<file path="config.mk">
export PLATFORM = sky130hd
export DESIGN_NAME = cmd_dispatch
export DESIGN_NICKNAME = d
export VERILOG_FILES = /design/src/rtl/dsp_cmd_pkg.sv /design/src/rtl/cmd_classify.sv /design/src/rtl/line_bank.sv /design/src/rtl/cmd_dispatch.sv
export SDC_FILE = /design/constraint.sdc
export NUM_CORES = 1
export LEC_CHECK = 0
export ABC_AREA = 1
export BUFFER_PORTS_ARGS = -buffer_cell sky130_fd_sc_hd__buf_2
export CAP_MARGIN = 20
export CORE_AREA = 2 2 75 77
export CTS_BUF_LIST = sky130_fd_sc_hd__clkbuf_4
export CTS_CLUSTER_SIZE = 12
export DETAILED_ROUTE_END_ITERATION = 6
export DIE_AREA = 0 0 77 79
export PLACE_DENSITY = 0.95
export SKIP_CTS_REPAIR_TIMING = 1
export SYNTH_ARGS = -nofsm -noshare
export SYNTH_HDL_FRONTEND = slang
export SYNTH_SLANG_ARGS = --single-unit
</file>
<file path="constraint.sdc">
create_clock -name clk -period 4.47 [get_ports clk]
set_input_delay 0.6705 -clock clk [delete_from_list [all_inputs] [get_ports clk]]
set_output_delay 0.6705 -clock clk [all_outputs]
set_load 0.01 [all_outputs]
</file>
<file path="src/rtl/dsp_cmd_pkg.sv">
package dsp_cmd_pkg;

    typedef enum logic [2:0] {
        S_IDLE, S_ARG1, S_ARG2, S_EXEC, S_ERR2, S_WAIT, S_SHIFT
    } state_t;

    typedef enum logic [3:0] {
        C_SETLO, C_SETHI, C_RDLO, C_RDHI, C_LOOPON, C_LOOPOFF,
        C_DIV, C_FLUSH, C_WAITHI, C_WAITLO, C_SHIFT, C_BAD
    } cls_t;

    localparam logic [7:0] OP_SETLO   = 8'h80;
    localparam logic [7:0] OP_RDLO    = 8'h81;
    localparam logic [7:0] OP_SETHI   = 8'h82;
    localparam logic [7:0] OP_RDHI    = 8'h83;
    localparam logic [7:0] OP_LOOPON  = 8'h84;
    localparam logic [7:0] OP_LOOPOFF = 8'h85;
    localparam logic [7:0] OP_DIV     = 8'h86;
    localparam logic [7:0] OP_FLUSH   = 8'h87;
    localparam logic [7:0] OP_WAITHI  = 8'h88;
    localparam logic [7:0] OP_WAITLO  = 8'h89;
    localparam logic [7:0] ERR_MARK   = 8'hFA;

endpackage

</file>
<file path="src/rtl/cmd_classify.sv">
module cmd_classify
    import dsp_cmd_pkg::*;
(
    input  logic [7:0] op,
    output cls_t       cls,
    output logic [1:0] nargs
);
    always_comb begin
        cls   = C_BAD;
        nargs = 2'd0;
        if (!op[7]) begin
            cls   = C_SHIFT;
            nargs = op[1] ? 2'd1 : 2'd2;
        end else begin
            unique case (op)
                OP_SETLO:   begin cls = C_SETLO; nargs = 2'd2; end
                OP_SETHI:   begin cls = C_SETHI; nargs = 2'd2; end
                OP_DIV:     begin cls = C_DIV;   nargs = 2'd2; end
                OP_RDLO:    cls = C_RDLO;
                OP_RDHI:    cls = C_RDHI;
                OP_LOOPON:  cls = C_LOOPON;
                OP_LOOPOFF: cls = C_LOOPOFF;
                OP_FLUSH:   cls = C_FLUSH;
                OP_WAITHI:  cls = C_WAITHI;
                OP_WAITLO:  cls = C_WAITLO;
                default:    cls = C_BAD;
            endcase
        end
    end
endmodule

</file>
<file path="src/rtl/line_bank.sv">
module line_bank #(
    parameter int W = 8
) (
    input  logic         clk,
    input  logic         rst_n,
    input  logic         clr,
    input  logic         load,
    input  logic [W-1:0] val_in,
    input  logic [W-1:0] dir_in,
    output logic [W-1:0] val_q,
    output logic [W-1:0] dir_q
);
    always_ff @(posedge clk or negedge rst_n) begin
        if (!rst_n) begin
            val_q <= '0;
            dir_q <= '0;
        end else if (clr) begin
            val_q <= '0;
            dir_q <= '0;
        end else if (load) begin
            val_q <= val_in;
            dir_q <= dir_in;
        end
    end
endmodule

</file>
<file path="src/rtl/cmd_dispatch.sv">
module cmd_dispatch
    import dsp_cmd_pkg::*;
#(
    parameter int LO_W     = 8,
    parameter int HI_W     = 4,
    parameter int WAIT_BIT = 1,
    parameter int LB_OUT   = 1,
    parameter int LB_IN    = 2
) (
    input  logic            clk,
    input  logic            rst_n,
    input  logic            enable,
    input  logic            rx_valid,
    input  logic [7:0]      rx_data,
    output logic            rx_ready,
    output logic            tx_valid,
    output logic [7:0]      tx_data,
    output logic            tx_flush,
    input  logic [LO_W-1:0] lo_in,
    output logic [LO_W-1:0] lo_out,
    output logic [LO_W-1:0] lo_oe,
    input  logic [HI_W-1:0] hi_in,
    output logic [HI_W-1:0] hi_out,
    output logic [HI_W-1:0] hi_oe,
    output logic            loop_en,
    output logic            div_load,
    output logic [15:0]     div_value,
    output logic            sh_start,
    output logic [7:0]      sh_op,
    output logic [15:0]     sh_len,
    input  logic            sh_done
);
    state_t     st, st_nx;
    cls_t       cls;
    logic [1:0] nargs;
    logic [7:0] op_q, a1_q, a2_q, cls_in;
    logic [7:0] lo_rd, hi_rd;
    logic       take, wait_lvl, in_exec;

    assign cls_in  = (st == S_IDLE) ? rx_data : op_q;
    assign take    = rx_valid && rx_ready;
    assign in_exec = (st == S_EXEC);
    assign wait_lvl = (cls == C_WAITHI);

    cmd_classify u_cls (.op(cls_in), .cls(cls), .nargs(nargs));

    line_bank #(.W(LO_W)) u_lo (
        .clk(clk), .rst_n(rst_n), .clr(!enable),
        .load(in_exec && cls == C_SETLO),
        .val_in(a1_q[LO_W-1:0]), .dir_in(a2_q[LO_W-1:0]),
        .val_q(lo_out), .dir_q(lo_oe));

    line_bank #(.W(HI_W)) u_hi (
        .clk(clk), .rst_n(rst_n), .clr(!enable),
        .load(in_exec && cls == C_SETHI),
        .val_in(a1_q[HI_W-1:0]), .dir_in(a2_q[HI_W-1:0]),
        .val_q(hi_out), .dir_q(hi_oe));

    // state register
    always_ff @(posedge clk or negedge rst_n) begin
        if (!rst_n)       st <= S_IDLE;
        else if (!enable) st <= S_IDLE;
        else              st <= st_nx;
    end

    // datapath registers
    always_ff @(posedge clk or negedge rst_n) begin
        if (!rst_n) begin
            op_q <= '0; a1_q <= '0; a2_q <= '0; loop_en <= 1'b0;
        end else if (!enable) begin
            op_q <= '0; a1_q <= '0; a2_q <= '0; loop_en <= 1'b0;
        end else begin
            if (take && st == S_IDLE) begin
                op_q <= rx_data;
                a1_q <= '0;
                a2_q <= '0;
            end
            if (take && st == S_ARG1) a1_q <= rx_data;
            if (take && st == S_ARG2) a2_q <= rx_data;
            if (in_exec && cls == C_LOOPON)  loop_en <= 1'b1;
            if (in_exec && cls == C_LOOPOFF) loop_en <= 1'b0;
        end
    end

    // next state
    always_comb begin
        st_nx = st;
        unique case (st)
            S_IDLE:  if (rx_valid) st_nx = (nargs == 2'd0) ? S_EXEC : S_ARG1;
            S_ARG1:  if (rx_valid) st_nx = (nargs == 2'd2) ? S_ARG2 : S_EXEC;
            S_ARG2:  if (rx_valid) st_nx = S_EXEC;
            S_EXEC: begin
                case (cls)
                    C_BAD:              st_nx = S_ERR2;
                    C_WAITHI, C_WAITLO: st_nx = S_WAIT;
                    C_SHIFT:            st_nx = S_SHIFT;
                    default:            st_nx = S_IDLE;
                endcase
            end
            S_ERR2:  st_nx = S_IDLE;
            S_WAIT:  if (hi_in[WAIT_BIT] == wait_lvl) st_nx = S_IDLE;
            S_SHIFT: if (sh_done) st_nx = S_IDLE;
            default: st_nx = S_IDLE;
        endcase
    end

    // readback bytes
    always_comb begin
        lo_rd = '0;
        lo_rd[LO_W-1:0] = lo_in;
        if (loop_en) lo_rd[LB_IN] = lo_out[LB_OUT];
        hi_rd = '0;
        hi_rd[HI_W-1:0] = hi_in;
    end

    // outputs
    always_comb begin
        rx_ready  = enable && (st == S_IDLE || st == S_ARG1 || st == S_ARG2);
        tx_valid  = 1'b0;
        tx_data   = '0;
        if (in_exec && cls == C_RDLO) begin tx_valid = 1'b1; tx_data = lo_rd;    end
        if (in_exec && cls == C_RDHI) begin tx_valid = 1'b1; tx_data = hi_rd;    end
        if (in_exec && cls == C_BAD)  begin tx_valid = 1'b1; tx_data = ERR_MARK; end
        if (st == S_ERR2)             begin tx_valid = 1'b1; tx_data = op_q;     end
        tx_flush  = in_exec && cls == C_FLUSH;
        div_load  = in_exec && cls == C_DIV;
        div_value = {a2_q, a1_q};
        sh_start  = in_exec && cls == C_SHIFT;
        sh_op     = op_q;
        sh_len    = op_q[1] ? {8'h00, a1_q} : {a2_q, a1_q};
    end

    // second report byte follows the marker
    p_bad_pair_r10: assert property (@(posedge clk) disable iff (!rst_n)
        (in_exec && cls == C_BAD && enable) |=> (tx_valid && tx_data == op_q));
    // nothing consumed right after a shift is launched
    p_shift_stall_r11: assert property (@(posedge clk) disable iff (!rst_n)
        sh_start |=> !rx_ready);
    // unmet wait keeps the stream closed
    p_wait_hold_r7: assert property (@(posedge clk) disable iff (!rst_n)
        (st == S_WAIT && hi_in[WAIT_BIT] != wait_lvl) |=> !rx_ready);
    // disable clears all drivers and loopback
    p_disable_r1: assert property (@(posedge clk) disable iff (!rst_n)
        !enable |=> (lo_oe == '0 && hi_oe == '0 && !loop_en));
    // flush is a single-cycle pulse
    p_flush_pulse_r8: assert property (@(posedge clk) disable iff (!rst_n)
        tx_flush |=> !tx_flush);
    // strobes to neighbours never coincide
    p_strobes_r9: assert property (@(posedge clk) disable iff (!rst_n)
        $onehot0({tx_valid, tx_flush, div_load, sh_start}));
endmodule

</file>
==> impl_metrics.toml <==
[floorplanning]
num_io_pins = 103
placementRows = 27
start_util_pct = 54.2
die_w_um = 77
die-area_um2 = 6080
die_h_um = 79
fp.coreArea_um2 = 5340

[sta]
post-route-period-util_pct = 72.4
fin_hold_ws_ps = 392
fmaxAchievable_mhz = 309
slew_violations = 0
tightest_slew_ps = 795
final-hold-violation-count = 0
setup-violations-final = 0
max_slew_margin_pct = 46.7
finClkSkew_ps = 18.7
finalSetupTns_ps = 0
rsz0062_at_grt = "no"
fin_crit_ps = 3240

[job]
drv_cap = 0

[synthesis]
yosysTopAreaCell = "dfrtp_1"
postSynthCellCount = 367
synth_nets = 392
yosys_most_used_dff = "dfrtp_1"
ys_seq_area_share_pct = 44.9
yosysWarnings = 0
yosysTopAreaCellShare_pct = 44.9
avgSynthCellArea_um2 = 7.89
synth_seq_cells = 52
synthArstFlopShare_pct = 100
synth_top_cells_by_count = "nand2_1, inv_1, dfrtp_1"
synth_area_um2 = 2900
synth_most_common_cell = "nand2_1"
ys_types = 31
synth_edf_count = 0
synth.area.top_cells = "dfrtp_1, nand2_1, nand3_1, inv_1, o22ai_1"

[routing]
viasPerCell = 5.65
ant_nets = 0
drt-initial-drc-count = 354
avgRoutedWirePerCell_um = 15.4
wl_um = 8160
via_count = 2987
drc = 0
dr.pass1.iters = 4

[setup_path]
start_kind = "flip-flop"
r2r_slack_ps = 2150
cp_max_fo = 12
cp_num_buf_inv = 2
critPathCaptureType = "primary output"
cp.arrival_ps = 2570
worstPathRequired_ps = 3800
path_class = "flip-flop to primary output"
path_cells = "nor2_4 > nand2_4 > inv_1 > nand2_1 > nand2_2 > nand2_4 > nor2_1 > nand2_1 > nand3_1 > nand4_4 > nand3_1 > buf_2"
reg2reg_depth = 12
critPathMaxStageDelay_ps = 480
r2r-end = "u_lo.val_q[0]"
critical-path-top-delay-family = "simple AND/OR/NAND/NOR gates"
crit_slowest_cell = "dfrtp_1"
r2r-start = "st[0]"

[final_layout]
drive_above_1_share_pct = 30.2
fin_util_pct = 64.4
num-fill-cells = 465
nets = 483
num_antenna_cells = 0
syn2layout_area_growth_pct = 18.8

[cts]
cts_buffers = 5
tritoncts = "done"
h-tree-depth = 2
clkTransAtPathRegs_ps = 150
numClockSinks = 52
cts-root-buf = "clkbuf_4"
clk_latency_ps = 370
clockBufferDepth = 2

[global_routing]
antenna_found_initial = 0
grt_pass1_vias = 2896
grt_overflow_total = 0
grt_pass1_wl_um = 13400
grt_max_degree = 53
grt_usage_pct = 27.4

[run_status]
status = "complete, no violations"

[place]
port_buffers = 102
place.gp.congestion = 0.917
hpwl_um = 6170

[hold_path]
min_path_type = "input pin to asynchronous set/reset pin"

[power_and_ir_drop]
p_per_area_nw_per_um2 = 436
leakagePower_nw = 1.91
peakVddDrop_mv = 0.288
[power by group]
| part | total [W] | switching, W | leakage (nW) | internal (W) |
|---|---|---|---|---|
| clock network | 0.000252 | 0.000140 | 0.0371 | 0.000112 |
| logic | 0.000689 | 0.000490 | 1.16 | 0.000198 |
| registers | 0.000558 | 0.0000484 | 0.715 | 0.000510 |
| total | 0.00150 | 0.000678 | 1.91 | 0.000820 |
[registers in the layout, summed over array words and instances, names as in the netlist]
signal      flops
a1_q            8
a2_q            8
loop_en         1
sh_op           8
st              3
u_hi.dir_q      4
u_hi.val_q      4
u_lo.dir_q      8
u_lo.val_q      8
[area by class of cell]
| type | instances | area (um2) | share of cell area (%) |
|---|---|---|---|
| Sequential cell | 52 | 1300 | 37.8 |
| Multi-Input combinational cell | 234 | 1230 | 35.7 |
| Timing Repair Buffer | 103 | 518 | 15.1 |
| Inverter | 62 | 233 | 6.77 |
| Tap cell | 72 | 90.1 | 2.62 |
| Clock buffer | 5 | 37.5 | 1.09 |
| Clock inverter | 1 | 30.0 | 0.873 |
[worst reg2reg max path: stages (launching register included)]
cell	delay (ps)
dfrtp_1	480
nor2_4	260
nand2_4	160
inv_1	160
nand2_1	80
nand2_2	100
nand2_4	90
inv_2	160
nand3_4	230
nand2_4	170
inv_2	140
nand2_1	110
o31ai_1	80
[kinds of logic after synthesis]
group / after synthesis / share of synthesized area [%]
buffers and inverters: 81 / 12.6
AO/OA/AOI/OAI: 58 / 12.8
flip-flops: 52 / 44.9
AND/OR/NAND/NOR: 175 / 29.3
multiplexers: 1 / 0.346
[routing by layer]
layer  global-route usage, %  part of all wire, %  up-vias
met5                       0                    0        -
met4                    10.5                  2.2        0
met3                    5.23                  9.4       19
met2                    45.3                   48      181
met1                    36.0                   41     1408
li1                        -                    -     1379
[per-stage QoR]
stage	power (W)	cell area [um2]	instances	setup WS, ps
2_1_floorplan	0.00107	2900	367	2070
3_3_place_gp	0.00122	3370	523	1680
3_5_place_dp	0.00123	3370	523	1640
4_1_cts	0.00148	3440	529	1280
5_1_grt	0.00159	3440	529	1050
6_report	0.00150	3440	529	1230
[worst max-delay path by stage]
stage                     startpoint          to  depth (start not counted)
after floorplan           rx_data[5]    div_load                         11
after global placement    rx_data[5]  tx_data[1]                         12
after detailed placement  rx_data[5]  tx_data[3]                         12
after CTS                      st[0]  tx_data[3]                         11
after global routing           st[0]  tx_data[5]                         11
final                          st[0]    tx_valid                         12
[layout by cell type (no fill, tap or decap), types with 2 or more instances in the layout]
cell type	count
o221ai_1	2
nor2_1	25
nand2_2	7
inv_1	54
o31ai_1	15
dfrtp_1	52
nand2_4	4
inv_2	8
o22ai_1	24
a21oi_1	2
buf_2	102
nor3_2	2
nand3_1	41
o21ai_0	12
nor2_2	3
nor3_1	3
clkbuf_4	5
nand4_1	3
o21ai_1	2
nand2_1	80
No activity file was read; power rests on OpenSTA's default activity.
